==> src/rtl/pkt_lane_packer.sv <==
module pkt_lane_packer #(
  parameter int LANES  = 4,
  parameter int BYTE_W = 8,
  localparam int LEN_W  = $clog2(LANES + 1),
  localparam int DATA_W = LANES * BYTE_W
) (
  input  logic              clk,
  input  logic              rst_n,
  input  logic              in_valid,
  output logic              in_ready,
  input  logic [BYTE_W-1:0] in_data,
  input  logic              in_last,
  input  logic              in_empty,
  output logic              out_valid,
  input  logic              out_ready,
  output logic [DATA_W-1:0] out_data,
  output logic [LEN_W-1:0]  out_len,
  output logic              out_last
);

  logic              word_q, last_q;
  logic [LEN_W-1:0]  cnt_q;
  logic [DATA_W-1:0] data_q;

  logic              drain, take, done;
  logic [LEN_W-1:0]  base_cnt, cnt_n;
  logic [DATA_W-1:0] base_data, data_n;

  assign drain     = word_q & out_ready;
  assign in_ready  = ~word_q | out_ready;
  assign take      = in_valid & in_ready;
  assign base_cnt  = drain ? '0 : cnt_q;
  assign base_data = drain ? '0 : data_q;

  always_comb begin
    data_n = base_data;
    cnt_n  = base_cnt;
    done   = 1'b0;
    if (take) begin
      if (!in_empty) begin
        for (int i = 0; i < LANES; i++)
          if (LEN_W'(i) == base_cnt) data_n[i*BYTE_W +: BYTE_W] = in_data;
        cnt_n = base_cnt + 1'b1;
        done  = in_last | (cnt_n == LEN_W'(LANES));
      end else begin
        done  = in_last;
      end
    end
  end

  always_ff @(posedge clk) begin
    if (!rst_n) begin
      word_q <= 1'b0;
      last_q <= 1'b0;
      cnt_q  <= '0;
      data_q <= '0;
    end else begin
      data_q <= data_n;
      cnt_q  <= cnt_n;
      if (done) begin
        word_q <= 1'b1;
        last_q <= in_last;
      end else if (drain) begin
        word_q <= 1'b0;
        last_q <= 1'b0;
      end
    end
  end

  assign out_valid = word_q;
  assign out_data  = data_q;
  assign out_len   = cnt_q;
  assign out_last  = last_q;

endmodule

==> config.mk <==
export PLATFORM = sky130hd
export DESIGN_NAME = pkt_lane_packer
export DESIGN_NICKNAME = d
export VERILOG_FILES = /design/src/rtl/pkt_lane_packer.sv
export SDC_FILE = /design/constraint.sdc
export NUM_CORES = 1
export LEC_CHECK = 0
export ABC_AREA = 1
export CAP_MARGIN = 20
export CORE_UTILIZATION = 49
export DETAILED_ROUTE_END_ITERATION = 6
export PLACE_DENSITY = 0.84
export SYNTH_ARGS = -nofsm -noshare
export SYNTH_HDL_FRONTEND = slang
export SYNTH_SLANG_ARGS = --single-unit
==> constraint.sdc <==
create_clock -name clk -period 3.23 [get_ports clk]
set_input_delay 0.8075 -clock clk [delete_from_list [all_inputs] [get_ports clk]]
set_output_delay 0.8075 -clock clk [all_outputs]
set_load 0.02 [all_outputs]
==> impl_metrics.json <==
{
  "run_status": "finished clean",
  "diodes": 0,
  "clkSinkCount": 37,
  "number_of_buffers_and_inverters_on_the_critical_path": 3,
  "drtAntennaViolNets": 0,
  "portBuffers": 51,
  "post_synth_instance_area_sq_um": 1650,
  "n_fill_cell": 283,
  "die_x_um": 60.1,
  "die-height_um": 60.1,
  "layout.cells.most_common": "nand2_1",
  "crit_arrival_ps": 2050,
  "hpwlAfterDp_mm": 2.84,
  "timing.rr.start": "out_valid$_SDFFE_PN0P_",
  "ios": 52,
  "cts.clk_slew.worst_paths_ps": 110,
  "max_slew_margin_pct": 71.9,
  "htree_levels": 2,
  "worstSkewPairLatency_ps": 350,
  "ff2ff_path_depth": 9,
  "number_of_drc_violations_after_detailed_routing_iteration_0": 103,
  "maximum_number_of_pins_on_one_net_before_global_route_repair": 27,
  "synth_cell_types": 20,
  "start_util_pct": 52.8,
  "min_period_ps": 2860,
  "max-vdd-ir-drop_mv": 0.289,
  "cell_by_cell_trace_of_the_critical_path": "clkdlybuf4s50_1, inv_1, nand2_2, clkdlybuf4s50_1",
  "synth.ff_latch_count": 37,
  "final_cell_mix": "67 x nand2_1, 51 x nor2_1, 51 x clkdlybuf4s50_1, 37 x dfxtp_1, 32 x inv_1",
  "hold_path_startpoint": "out_data[7]$_SDFF_PN0_",
  "floorplan.die_area_sq_um": 3610,
  "grt_setup_unrepaired": "false",
  "timing.setup.critical_path_class": "input pin to output port",
  "ctsLongestPathBuffers": 2,
  "netlist_top_cells_area": "dfxtp_1 45%, nand2_1 15%, nor2_1 12%",
  "cap_viol_max_count": 0,
  "power-per-cell-area_nw_per_um2": 413,
  "finClkSkew_ps": 9.20,
  "worstPathRequired_ps": 2420,
  "power_leakage_uw": 0.000996,
  "hold_buffers": 0,
  "crit_start": "out_ready",
  "cp_delay_by_family_top": "buffers and inverters",
  "wire_per_inst_um": 11.7,
  "max_slew.worst_pin.slew_ps": 421,
  "number_of_design_rule_violations_left_after_detail_routing": 0,
  "power.net_switching_uw": 239,
  "critPathCaptureType": "output port",
  "design.core.area_sq_um": 3130,
  "final-hold-violation-count": 0,
  "grt_first_pass_wirelength_mm": 6.33,
  "fmax_mhz": 349,
  "synth_largest_area_cell": "dfxtp_1",
  "antenna_violations_before_repair": 0,
  "post_cts.repair.setup_buffers": 0,
  "synth_seq_area_share_pct": 44.8,
  "critPathLaunchType": "input pin",
  "postLayoutCoreUtil_pct": 72.1,
  "drive_gt1_share_pct": 5.07,
  "design.final.nets": 311,
  "num_rows": 20,
  "synth.avg_cell_area_sq_um": 6.71,
  "report.final.setup_viol": 0,
  "worstPathMaxFanout": 3,
  "post_cts_resize_count": 0,
  "cts.root.buffer_cell": "clkbuf_4",
  "routabilityCongestion": 0.785,
  "min_period_over_period_pct": 88.6,
  "drv_slew": 0,
  "post_drt_via_cell_ratio": 4.75,
  "cpMaxStageDelayCell": "clkdlybuf4s50_1",
  "synth_top_cell_area_share_pct": 44.8,
  "first_global_vias": 1403,
  "postRouteWirelength_mm": 3.97,
  "netSwitchingFraction_pct": 25.7,
  "p_clk_share_pct": 32.8,
  "cts_tree": "built",
  "firstDrtPassIters": 5,
  "synthesis.yosys.warnings": 0,
  "synth_nets": 261,
  "internal_power_uw": 692,
  "post_synth_inst_count": 246,
  "wp_depth": 4,
  "timing.critical_path.mode_cell": "clkdlybuf4s50_1",
  "crit_path_max_incr_delay_ps": 610,
  "vias_post_dr": 1614,
  "hold_class": "flop to flop",
  "synthToLayoutAreaGrowth_pct": 36.5,
  "tritoncts.num_buffers": 5,
  "pwr-share-comb_pct": 15.6,
  "grt_resource_usage_total_pct": 24.3,
  "seq_power_share_pct": 51.6,
  "totalNegativeSetupSlack_ps": 0,
  "hold_depth": 2,
  "gr-total-overflow": 0
}
## worst min-delay path, stage by stage (launching register included)
cell and delay, ps:
dfxtp_1 350, a21oi_1 60, nor2_1 70
## final timing paths
| path | endpoint | slack, ps |
|---|---|---|
| worst max-delay path | in_ready | 370 |
| worst min-delay path | out_data[7]$_SDFF_PN0_ | 500 |
| worst max register to register | out_valid$_SDFFE_PN0P_ | 1400 |
| worst min register to register | out_data[7]$_SDFF_PN0_ | 500 |
## power by group through the flow
stage          clock [uW]  combinational [uW]  sequential, uW
6_report              305                 145             481
3_3_place_gp            0                 142             490
4_1_cts               313                 144             481
5_1_grt               331                 160             483
3_5_place_dp            0                 144             491
2_1_floorplan           0                62.9             508
## Yosys cell counts
cell / n
nand2_1: 67
nor2_1: 51
dfxtp_1: 37
inv_1: 32
a21oi_1: 21
o21ai_0: 10
o21bai_1: 6
buf_2: 4
clkbuf_1: 3
buf_4: 2
nand2_2: 2
nand4_1: 2
nor2_4: 2
and3_1: 1
buf_1: 1
ha_1: 1
inv_2: 1
nand3_1: 1
nand3_4: 1
o21ai_1: 1
## metrics by stage
step / setup slack, ps / total power, uW / instance area (sq um) / std cells / hold WS, ps
CTS: 367 / 938 / 2250 / 340 / 503
finish: 368 / 931 / 2250 / 340 / 500
global route: 318 / 974 / 2250 / 340 / 525
global placement: 386 / 633 / 2180 / 333 / 467
detailed placement: 368 / 635 / 2180 / 333 / 477
floorplan: 1310 / 571 / 1650 / 246 / 578
## cell type report
| cell class | count | area [sq um] | share of cell area [%] |
|---|---|---|---|
| flip-flops and latches | 37 | 741 | 32.9 |
| multi-input cells | 166 | 737 | 32.7 |
| repair buffers | 53 | 526 | 23.3 |
| inverters | 33 | 124 | 5.49 |
| well taps | 44 | 55.1 | 2.44 |
| clock buffers | 5 | 37.5 | 1.66 |
| clock inverters | 2 | 35.0 | 1.55 |
## registers in the layout (all words and copies together) (netlist names)
| name | count |
|---|---|
| out_len | 3 |
| out_valid | 1 |
| out_data | 32 |
| out_last | 1 |
## routing by layer
metal / track usage [%] / wire [um]
met1: 30.8 / 1830
met2: 38.9 / 1820
met3: 7.36 / 263
met4: 8.97 / 61
met5: 0 / 0
## kinds of logic (layout without fill, tap and decap cells)
family                     after synthesis  in the layout  share of synthesized area (%)
AOI/OAI and AO/OA                       38             38                           12.4
adders and majority gates                1              1                          0.757
buffers and inverters                   43             93                           10.5
DFF                                     37             37                           44.8
and+or+nand+nor                        127            127                           31.4
(Power assumes the default switching activity.)
